==> src/rtl/adcPmPkg.sv <==
package adcPmPkg;

  typedef enum logic {
    MODE_RUN   = 1'b0,
    MODE_SLEEP = 1'b1
  } pwrMode_t;

  // control -> datapath strobes
  typedef struct packed {
    logic load;   // capture a new frame word
    logic shift;  // advance one bit
    logic outEn;  // drive the data pin
  } dpStrobe_t;

endpackage

==> src/rtl/adcPmSync.sv <==
module adcPmSync #(
  parameter int STAGES = 2,
  parameter bit RST_VAL = 1'b0
) (
  input  logic clk,
  input  logic rst,
  input  logic din,
  output logic dout,
  output logic doutPrev
);

  logic [STAGES-1:0] chain;

  generate
    for (genvar i = 0; i < STAGES; i++) begin : gStage
      if (i == 0) begin : gFirst
        always_ff @(posedge clk) begin
          if (rst) chain[0] <= RST_VAL;
          else     chain[0] <= din;
        end
      end else begin : gNext
        always_ff @(posedge clk) begin
          if (rst) chain[i] <= RST_VAL;
          else     chain[i] <= chain[i-1];
        end
      end
    end
  endgenerate

  always_ff @(posedge clk) begin
    if (rst) doutPrev <= RST_VAL;
    else     doutPrev <= chain[STAGES-1];
  end

  assign dout = chain[STAGES-1];

endmodule

==> src/rtl/adcPmCtrl.sv <==
module adcPmCtrl
  import adcPmPkg::*;
#(
  parameter int FRAME_LEN = 16,
  parameter int PD_LO     = 2,
  parameter int PD_HI     = 10,
  parameter int SYNC      = 2,
  parameter bit INIT_PD   = 1'b0,
  localparam int CNT_W    = $clog2(FRAME_LEN + 1)
) (
  input  logic             clk,
  input  logic             rst,
  input  logic             csN,
  input  logic             sclk,
  output dpStrobe_t        strobe,
  output logic             pwrDown,
  output logic             dataValid,
  output logic             trackMode,
  output logic [CNT_W-1:0] edgeCount
);

  localparam logic [CNT_W-1:0] CNT_MAX = CNT_W'(FRAME_LEN);
  localparam logic [CNT_W-1:0] CNT_LO  = CNT_W'(PD_LO);
  localparam logic [CNT_W-1:0] CNT_HI  = CNT_W'(PD_HI);

  logic csS, csPrev, sclkS, sclkPrev;
  logic csFall, csRise, sclkFall, sclkEdge;
  logic frameOpen, cntRoom;
  pwrMode_t mode, nextMode;

  adcPmSync #(.STAGES(SYNC), .RST_VAL(1'b1)) uCsSync (
    .clk(clk), .rst(rst), .din(csN), .dout(csS), .doutPrev(csPrev)
  );

  adcPmSync #(.STAGES(SYNC), .RST_VAL(1'b0)) uSclkSync (
    .clk(clk), .rst(rst), .din(sclk), .dout(sclkS), .doutPrev(sclkPrev)
  );

  assign csFall   = csPrev & ~csS;
  assign csRise   = ~csPrev & csS;
  assign sclkFall = sclkPrev & ~sclkS;
  assign sclkEdge = sclkPrev ^ sclkS;
  assign cntRoom  = edgeCount < CNT_MAX;

  // mode decision taken where chip select rises
  always_comb begin
    nextMode = mode;
    unique case (mode)
      MODE_RUN:   if (edgeCount >= CNT_LO && edgeCount < CNT_HI) nextMode = MODE_SLEEP;
      MODE_SLEEP: if (edgeCount >= CNT_HI) nextMode = MODE_RUN;
      default:    nextMode = mode;
    endcase
  end

  always_ff @(posedge clk) begin
    if (rst) begin
      mode      <= INIT_PD ? MODE_SLEEP : MODE_RUN;
      edgeCount <= '0;
      frameOpen <= 1'b0;
      dataValid <= 1'b0;
    end else if (csFall) begin
      frameOpen <= 1'b1;
      edgeCount <= '0;
      dataValid <= (mode == MODE_RUN);
    end else if (csRise) begin
      frameOpen <= 1'b0;
      mode      <= nextMode;
    end else if (frameOpen && sclkFall && cntRoom) begin
      edgeCount <= edgeCount + 1'b1;
    end
  end

  // track/hold: run mode tracks; sleep holds until a frame sees any sclk edge
  always_ff @(posedge clk) begin
    if (rst)                       trackMode <= ~INIT_PD;
    else if (csRise)               trackMode <= (nextMode == MODE_RUN);
    else if (frameOpen && sclkEdge) trackMode <= 1'b1;
  end

  always_comb begin
    strobe.load  = csFall;
    strobe.shift = frameOpen && sclkFall && cntRoom && !csRise;
    strobe.outEn = frameOpen && cntRoom;
  end

  assign pwrDown = (mode == MODE_SLEEP);

endmodule

==> src/rtl/adcPmData.sv <==
module adcPmData
  import adcPmPkg::*;
#(
  parameter int FRAME_LEN = 16,
  parameter int RES_BITS  = 12,
  localparam int LEAD     = FRAME_LEN - RES_BITS
) (
  input  logic                clk,
  input  logic                rst,
  input  dpStrobe_t           strobe,
  input  logic [RES_BITS-1:0] sample,
  output logic                sdoData,
  output logic                sdoEn
);

  logic [FRAME_LEN-1:0] shReg;

  always_ff @(posedge clk) begin
    if (rst)               shReg <= '0;
    else if (strobe.load)  shReg <= {{LEAD{1'b0}}, sample};
    else if (strobe.shift) shReg <= {shReg[FRAME_LEN-2:0], 1'b0};
  end

  assign sdoEn   = strobe.outEn;
  assign sdoData = strobe.outEn & shReg[FRAME_LEN-1];

endmodule

==> src/rtl/adcPmTop.sv <==
module adcPmTop
  import adcPmPkg::*;
#(
  parameter int FRAME_LEN = 16,
  parameter int RES_BITS  = 12,
  parameter int PD_LO     = 2,
  parameter int PD_HI     = 10,
  parameter int SYNC      = 2,
  parameter bit INIT_PD   = 1'b0
) (
  input  logic                               clk,
  input  logic                               rst,
  input  logic                               csN,
  input  logic                               sclk,
  input  logic [RES_BITS-1:0]                sample,
  output logic                               sdoData,
  output logic                               sdoEn,
  output logic                               pwrDown,
  output logic                               dataValid,
  output logic                               trackMode,
  output logic [$clog2(FRAME_LEN+1)-1:0]     edgeCount
);

  dpStrobe_t strobe;

  adcPmCtrl #(
    .FRAME_LEN(FRAME_LEN), .PD_LO(PD_LO), .PD_HI(PD_HI),
    .SYNC(SYNC), .INIT_PD(INIT_PD)
  ) uCtrl (
    .clk(clk), .rst(rst), .csN(csN), .sclk(sclk), .strobe(strobe),
    .pwrDown(pwrDown), .dataValid(dataValid), .trackMode(trackMode),
    .edgeCount(edgeCount)
  );

  adcPmData #(.FRAME_LEN(FRAME_LEN), .RES_BITS(RES_BITS)) uData (
    .clk(clk), .rst(rst), .strobe(strobe), .sample(sample),
    .sdoData(sdoData), .sdoEn(sdoEn)
  );

endmodule

==> config.mk <==
export PLATFORM = sky130hd
export DESIGN_NAME = adcPmTop
export DESIGN_NICKNAME = d
export VERILOG_FILES = /design/src/rtl/adcPmPkg.sv /design/src/rtl/adcPmSync.sv /design/src/rtl/adcPmCtrl.sv /design/src/rtl/adcPmData.sv /design/src/rtl/adcPmTop.sv
export SDC_FILE = /design/constraint.sdc
export NUM_CORES = 1
export LEC_CHECK = 0
export CAP_MARGIN = 10
export CELL_PAD_IN_SITES_DETAIL_PLACEMENT = 2
export CELL_PAD_IN_SITES_GLOBAL_PLACEMENT = 2
export CORE_MARGIN = 10
export CORE_UTILIZATION = 31
export DETAILED_ROUTE_END_ITERATION = 6
export PLACE_DENSITY_LB_ADDON = 0.2
export SLEW_MARGIN = 10
export SYNTH_ARGS = -nofsm -noshare
export SYNTH_HDL_FRONTEND = slang
export SYNTH_SLANG_ARGS = --single-unit
==> constraint.sdc <==
create_clock -name clk -period 1.75 [get_ports clk]
set_input_delay 0.2625 -clock clk [delete_from_list [all_inputs] [get_ports clk]]
set_output_delay 0.2625 -clock clk [all_outputs]
set_load 0.01 [all_outputs]
==> impl_summary.log, run 1 <==
[metrics] final hold violations: 0
[metrics] Post-Synthesis Net Count: between 150 and 200
[metrics] TritonCTS clock tree: yes
[metrics] hold crit path type: reg2reg
[metrics] Via density: slightly above 5
[metrics] Iteration-0 DRC Markers: 46
[metrics] total number of H-tree levels: 2
[metrics] number of instances in the synthesized netlist: about 150
[metrics] TritonCTS sink count: 31
[metrics] proportion of total power due to net switching: between 20% and 30%
[metrics] remaining antenna violation count after routing: 0
[metrics] worst path setup slack after routing: approximately 80 ps
[metrics] switching power summed over all nets: ~0.00034 W
[metrics] leakage power: about 0.73 nW
[metrics] slew at the pin closest to its max-slew limit: between 300 and 400 ps
[metrics] part of the power in the clock network: between 40% and 50%
[metrics] result of the run: finished, final reports clean
[metrics] Horiz. Die Dim: between 80 and 90 um
[metrics] dominant cells by area after synthesis: dfxtp_1 (44%), a2111oi_2 (11%), nor3_1 (6.7%), ha_1 (5.3%), inv_1 (4.0%)
[metrics] unique cell type count in the Yosys netlist: 32
[metrics] antenna violations before repair: 0
[metrics] sequential cell area fraction in the yosys report: 43.6%
[metrics] Critical Path RT: 1490 ps
[metrics] number of buffers and inverters on the critical path: 1
[metrics] slowest stage delay, CP: about 540 ps
[metrics] Critical Path, Cell by Cell: and2b_1 -> clkdlybuf4s50_1
[metrics] total number of cells along the worst setup path: 2
[metrics] Commonest cells post-synth: dfxtp_1 (31), nor3_1 (19), inv_1 (15)
[metrics] worst-path cell with the longest stage delay: clkdlybuf4s50_1
[metrics] startpoint type of the worst setup path: flop
[metrics] area leader, netlist: dfxtp_1
[metrics] clock skew: 4.90 ps
[metrics] overall die height: approximately 90 um
[metrics] die area: between 7000 and 8000 um2
[metrics] Inserted Clock Buffers: 5
[metrics] synthesis-to-layout area growth: 32.5%
[metrics] routability-driven placement congestion ratio: around 0.73
[metrics] most used standard cell by instance count after synthesis: dfxtp_1
[metrics] number of rows created at floorplan: 24
[metrics] wire per inst: between 15 and 20 um
[metrics] Synth top area share: between 40% and 50%
[metrics] CTS clk-pin slew, worst paths: approximately 70 ps
[metrics] Initial DRT Pass Iterations: 2
[metrics] category of the worst setup path capture point: output port
[metrics] R2R depth: 6
[metrics] power share of the combinational group: around 9.2%
[metrics] CORE AREA: around 4400 um2
[metrics] synthesis warning total: 0
[metrics] vias in the first global route: 1336
[metrics] Root Buffer Master: clkbuf_8
[metrics] worst setup path category: reg2out
[metrics] number of nets in the layout: around 200
[metrics] I/O Pins: 26
[metrics] number of synthesized register bits: 31
[metrics] pins over their slew limit: 0
[metrics] Syn Std Cell Area: about 1400 um2
[metrics] aggregate negative setup slack: 0 ps
[metrics] clock latency of the later-clocked register in the worst-skew pair: approximately 280 ps
[metrics] detailed-placement wirelength estimate: approximately 2.7 mm
[metrics] final critical delay including setup and external delays: ~1700 ps
[metrics] CP Max Fanout: 7
[metrics] pin count of the biggest net entering global routing: 24
[metrics] data arrival time at the worst-slack endpoint: ~1400 ps
[metrics] Max Clk Rate: about 0.60 GHz
[metrics] worst voltage drop across the vdd grid: approximately 0.43 mV
[metrics] PortBufs: 25
[metrics] initial standard-cell utilization of the core: between 30% and 40%
[metrics] EDFF count, synth: 0
[metrics] P per Cell Area: 799 nW/um2
[metrics] first-pass GRT wire length: approximately 6.4 mm
[metrics] setup violation total in the final timing report: 0
[metrics] part of the power in registers: between 40% and 50%
[metrics] number of cells traversed by the worst hold path: 1
[metrics] final worst path period share: 95.3%
[metrics] Top Family by Delay on Critical Path: buffers and inverters
[metrics] fraction of final layout cells with drive strength greater than 1: between 20% and 30%
[metrics] synthesized area per cell: 9.42 um2
[metrics] number of diodes: 0
[metrics] number of buffers inserted for hold repair after clock tree synthesis: 0
[metrics] Vias: 1189
[metrics] final wirelength: between 3 and 4 mm
[metrics] flip-flop cell with the highest count after synthesis: dfxtp_1
[metrics] Slew Limit Headroom: between 70% and 80%
[metrics] CTS Buffer Depth: 2
[metrics] setup fix buffers added after clock tree synthesis: 0
[metrics] # Max-Cap Violations: 0
[metrics] GRT Util Overall: about a tenth
[metrics] internal power of the cells: approximately 0.0012 W
[metrics] pre-CTS setup slack: -11.8 ps
[metrics] fraction of registers with async set or reset after synthesis: 0%
[metrics] Congestion Overflow GR: 0
[metrics] DRC violations left: 0
[flip-flops by register name, summed over array words and instances (netlist names)]
signal / flops
uCtrl.uSclkSync.doutPrev: 1
uCtrl.pwrDown: 1
uCtrl.uSclkSync.chain: 1
uCtrl.frameOpen: 1
uCtrl.uCsSync.chain: 1
uData.shReg: 16
uCtrl.trackMode: 1
uCtrl.edgeCount: 5
uCtrl.uCsSync.doutPrev: 1
uCtrl.dataValid: 1
uCtrl.uCsSync.dout: 1
uCtrl.uSclkSync.dout: 1
[power by group through the flow]
stage,clock [W],combinational [W],sequential [W]
3_5_place_dp,0,0.000139,0.000754
6_report,0.000627,0.000139,0.000740
3_3_place_gp,0,0.000133,0.000753
5_1_grt,0.000686,0.000154,0.000742
2_1_floorplan,0,0.0000787,0.000752
4_1_cts,0.000646,0.000140,0.000738
[metrics by stage]
step | power (W) | hold slack, ps | utilization (%) | cell area (um2) | instances
after floorplan | 0.000830 | 342 | - | 1420 | 151
after global placement | 0.000886 | 395 | 39.6 | 1750 | 224
after detailed placement | 0.000893 | 415 | 39.6 | 1750 | 224
after CTS | 0.00152 | 432 | 42.0 | 1850 | 232
after global routing | 0.00158 | 443 | 42.7 | 1880 | 232
final | 0.00151 | 422 | 42.7 | 1880 | 232
[logic make-up after synthesis]
kind of cell	count (synthesis)	synth area share [%]
DFF	31	43.6
muxes	1	0.704
adders and majority gates	6	5.28
AOI/OAI and AO/OA	29	20.1
and+or+nand+nor	58	21.5
buffers and inverters	26	8.79
[worst paths after layout]
path                                     startpoint                       endpoint  slack [ps]
setup reg to reg  uCtrl.uCsSync.doutPrev$_SDFF_PP1_    uData.shReg[6]$_SDFFE_PP0P_         100
hold / removal    uCtrl.uCsSync.chain[0]$_SDFF_PP1_  uCtrl.uCsSync.dout$_SDFF_PP1_         420
setup / recovery    uCtrl.edgeCount[4]$_SDFFE_PP0P_                          sdoEn          80
hold reg to reg   uCtrl.uCsSync.chain[0]$_SDFF_PP1_  uCtrl.uCsSync.dout$_SDFF_PP1_         420
[layout by cell type (no fill, tap or decap)]
cell             netlist  final
nor3_2                 1      5
and4bb_1               1      1
clkdlybuf4s50_1        0     24
inv_1                 15     15
a2111oi_4              1      1
ha_1                   6      6
nor2b_1                4      4
nor2_1                 8      8
or3_1                  2      2
a41oi_1                1      1
nand4bb_4              0      1
nand3b_1               1      1
and2_1                 1      1
dlygate4sd2_1          0      1
a211oi_1               2      2
o21ai_0                2      2
clkbuf_8               0      7
a211o_1                1      1
a2111oi_2             10     10
and3_1                 1      1
nand3_1                2      2
or2_2                  4      4
dfxtp_2                0      2
buf_4                  2      5
dfxtp_1               31     29
nand2_1               11     11
buf_12                 0      2
a21oi_1               10     10
mux2i_1                1      1
nor3_1                19     15
a2111oi_0              1      1
a31oi_1                1      1
and2b_1                1      1
nor4_1                 1      1
clkbuf_1               1      1
[final cells by class]
cell class / count / area [um2]
Multi-Input combinational cell: 94 / 713
Clock buffer: 8 / 100
Timing Repair Buffer: 32 / 327
Inverter: 15 / 56.3
Fill cell: 477 / 2530
Tap cell: 52 / 65.1
Sequential cell: 31 / 623
[what timing repair did]
item	CTS	global route
hold endpoints to repair	0	0
resized for setup	4	5
setup endpoints to repair	3	5
pin swaps	0	2
[layer usage]
layer | GRT usage (%) | share of wire [%] | vias up
met4 | 3.91 | 1.8 | 0
met5 | 0 | 0 | -
met3 | 3.53 | 4.4 | 9
met1 | 11.7 | 42 | 579
li1 | - | - | 583
met2 | 17.4 | 52 | 18
(Power assumes the default switching activity.)
==> inputs of run 2 (changes only) <==
--- a/config.mk
+++ b/config.mk
@@ -8,7 +8,7 @@
 export CAP_MARGIN = 10
 export CELL_PAD_IN_SITES_DETAIL_PLACEMENT = 2
 export CELL_PAD_IN_SITES_GLOBAL_PLACEMENT = 2
-export CORE_MARGIN = 10
+export CORE_MARGIN = 2
 export CORE_UTILIZATION = 31
 export DETAILED_ROUTE_END_ITERATION = 6
 export PLACE_DENSITY_LB_ADDON = 0.2
==> run 2 against run 1 <==
Flip-flop and latch count unchanged. Maximum frequency up 0.31%. Wire length down 11%. Count of clock-buffer cells in the layout down 3. Final cell count unchanged. Sequential power about the same. Combinational power about the same. Worst setup slack better by 5.2 ps. Clock power down 12%. Global-route usage up 5.0 points. Total power down 5.4%. Cell area down 2.3%. Highest routed layer unchanged.
==> impl_summary.log, run 2 (synthesis gave the netlist of run 1 again) <==
[metrics] result of the run: finished, final reports clean
[metrics] CTS clk-pin slew, worst paths: 70 ps (about the same)
[metrics] Critical Path RT: 1490 ps (about the same)
[metrics] # Max-Cap Violations: 0 (unchanged)
[metrics] die area: 5150 um2 (-33%)
[metrics] internal power of the cells: 0.00107 W (-7.6%)
[metrics] hold crit path type: reg2reg
[metrics] detailed-placement wirelength estimate: 2.49 mm (-8.8%)
[metrics] TritonCTS clock tree: yes
[metrics] most common cell after layout, fill and taps aside: dfxtp_1
[metrics] final worst path period share: 95.0% (-0.30 points)
[metrics] Root Buffer Master: clkbuf_8
[metrics] Slew Limit Headroom: 74.4% (+1.6 points)
[metrics] pin count of the biggest net entering global routing: 28 (+17%)
[metrics] initial standard-cell utilization of the core: 32.4% (+0.22 points)
[metrics] antenna violations before repair: 0 (unchanged)
[metrics] Cell Count Post-Placement: 224 (unchanged)
[metrics] synthesis-to-layout area growth: 29.5%
[metrics] worst setup path category: reg2out
[metrics] commonest cells after routing, fill and taps aside: dfxtp_1 (29), clkdlybuf4s50_1 (24), nor3_1 (18), inv_1 (15), nand2_1 (11)
[metrics] Placement Cell Area: 1750 um2 (unchanged)
[metrics] I/O Pins: 26 (unchanged)
[metrics] clock skew: 5.00 ps (+0.0992 ps)
[metrics] pins over their slew limit: 0 (unchanged)
[metrics] final critical delay including setup and external delays: 1660 ps (-5.18 ps)
[metrics] Initial DRT Pass Iterations: 4 (+2)
[metrics] final wirelength: 3.47 mm (-11%)
[metrics] remaining antenna violation count after routing: 0 (unchanged)
[metrics] Horiz. Die Dim: 71.7 um (-18%)
[metrics] part of the power in the clock network: 38.6% (-3.1 points)
[metrics] most flop-heavy register: uData.shReg
[metrics] TritonCTS sink count: 31 (unchanged)
[metrics] max reg flops: 16 (unchanged)
[metrics] fill cell count: 483 (+1.3%)
[metrics] switching power summed over all nets: 0.000352 W (+2.1%)
[metrics] vias in the first global route: 1233 (-7.7%)
[metrics] data arrival time at the worst-slack endpoint: 1400 ps (about the same)
[metrics] P per Cell Area: 773 nW/um2 (-3.2%)
[metrics] Max Clk Rate: 0.601 GHz (+0.31%)
[metrics] leakage power: 0.715 nW (-2.4%)
[metrics] CP Max Fanout: 7 (unchanged)
[metrics] Congestion Overflow GR: 0 (unchanged)
[metrics] Sequential cell area: 623 um2 (unchanged)
[metrics] fraction of final layout cells with drive strength greater than 1: 19.4% (-1.1 points)
[metrics] setup violation total in the final timing report: 0 (unchanged)
[metrics] startpoint type of the worst setup path: flop
[metrics] Inserted Clock Buffers: 5 (unchanged)
[metrics] number of rows created at floorplan: 24 (unchanged)
[metrics] wire per inst: 15.0 um (-11%)
[metrics] Regs by FF count: uData.shReg x16, uCtrl.edgeCount x5
[metrics] number of nets in the layout: 201 (unchanged)
[metrics] power share of the combinational group: 9.5% (+0.3 points)
[metrics] Vias: 1165 (-2.0%)
[metrics] first-pass GRT wire length: 5.87 mm (-8.6%)
[metrics] non-filler instance count after layout: 232 (unchanged)
[metrics] clock latency of the later-clocked register in the worst-skew pair: 290 ps (about the same)
[metrics] proportion of total power due to net switching: 24.7% (+1.8 points)
[metrics] RSZ-0062 raised after global routing: no
[metrics] CTS Buffer Depth: 2 (unchanged)
[metrics] PortBufs: 25 (unchanged)
[metrics] worst voltage drop across the vdd grid: 0.409 mV (-5.2%)
[metrics] final design utilization: 42.0% (-0.68 points)
[metrics] CORE AREA: 4380 um2 (-0.68%)
[metrics] DRC violations left: 0 (unchanged)
[metrics] final standard cell area without fillers: 1840 um2 (-2.3%)
[metrics] GRT Util Overall: 15.3% (+5.0 points)
[metrics] aggregate negative setup slack: 0 ps (unchanged)
[metrics] part of the power in registers: 51.8% (+2.7 points)
[metrics] number of buffers inserted for hold repair after clock tree synthesis: 0 (unchanged)
[metrics] Via density: 5.02 (-2.0%)
[metrics] setup fix buffers added after clock tree synthesis: 0 (unchanged)
[metrics] category of the worst setup path capture point: output port
[metrics] final hold violations: 0 (unchanged)
[metrics] overall die height: 71.7 um (-18%)
[metrics] area occupied by multi-input gates: 687 um2 (-3.7%)
[metrics] slew at the pin closest to its max-slew limit: 374 ps (-23.0 ps)
[metrics] total number of H-tree levels: 2 (unchanged)
[metrics] number of diodes: 0 (unchanged)
[metrics] routability-driven placement congestion ratio: 0.713 (-2.1%)
[metrics] Iteration-0 DRC Markers: 40 (-13%)
run 2: power groups by stage:
stage | Combinational [W] | Sequential [W] | Clock, W
after floorplan | 0.0000787 | 0.000752 | 0
after CTS | 0.000138 | 0.000738 | 0.000573
final | 0.000136 | 0.000739 | 0.000550
after global placement | 0.000131 | 0.000753 | 0
after detailed placement | 0.000137 | 0.000754 | 0
after global routing | 0.000149 | 0.000741 | 0.000613
run 2: worst paths after layout:
| path | to | slack (ps) | depth (start not counted) | startpoint |
|---|---|---|---|---|
| max reg2reg | uData.shReg[3]$_SDFFE_PP0P_ | 140 | 6 | uCtrl.uCsSync.doutPrev$_SDFF_PP1_ |
| min | uCtrl.uCsSync.dout$_SDFF_PP1_ | 420 | 1 | uCtrl.uCsSync.chain[0]$_SDFF_PP1_ |
| min reg2reg | uCtrl.uCsSync.dout$_SDFF_PP1_ | 420 | 1 | uCtrl.uCsSync.chain[0]$_SDFF_PP1_ |
| max | sdoEn | 90 | 2 | uCtrl.edgeCount[4]$_SDFFE_PP0P_ |
run 2: critical path, cell delays in order, from the launching register on:
cell and delay (ps):
dfxtp_2 350, and2b_1 220, clkdlybuf4s50_1 540
run 2: area by class of cell:
class	count	share of cell area [%]
Clock inverter	3	0.815
Clock buffer	5	3.74
Tap cell	52	3.53
Sequential cell	31	33.8
Multi-Input combinational cell	94	37.3
Inverter	15	3.06
Timing Repair Buffer	32	17.7
run 2: repair_timing:
item,in CTS,in global routing
gates resized for setup,3,2
pin swaps,0,1
endpoints found under the setup margin,1,7
run 2: metal layers:
layer	routed length, um	GRT usage, %	vias to the layer above
li1	-	-	583
met1	1620	18.3	561
met2	1670	24.1	19
met3	158	6.89	2
met4	26	5.66	0
met5	0	0	-
run 2: through the flow:
stage | worst slack, ps | power (W) | hold WS [ps]
detailed placement | 121 | 0.000891 | 402
global placement | 179 | 0.000885 | 398
global route | 9.61 | 0.00150 | 436
CTS | 56.0 | 0.00145 | 421
floorplan | 257 | 0.000830 | 342
finish | 87.2 | 0.00142 | 417
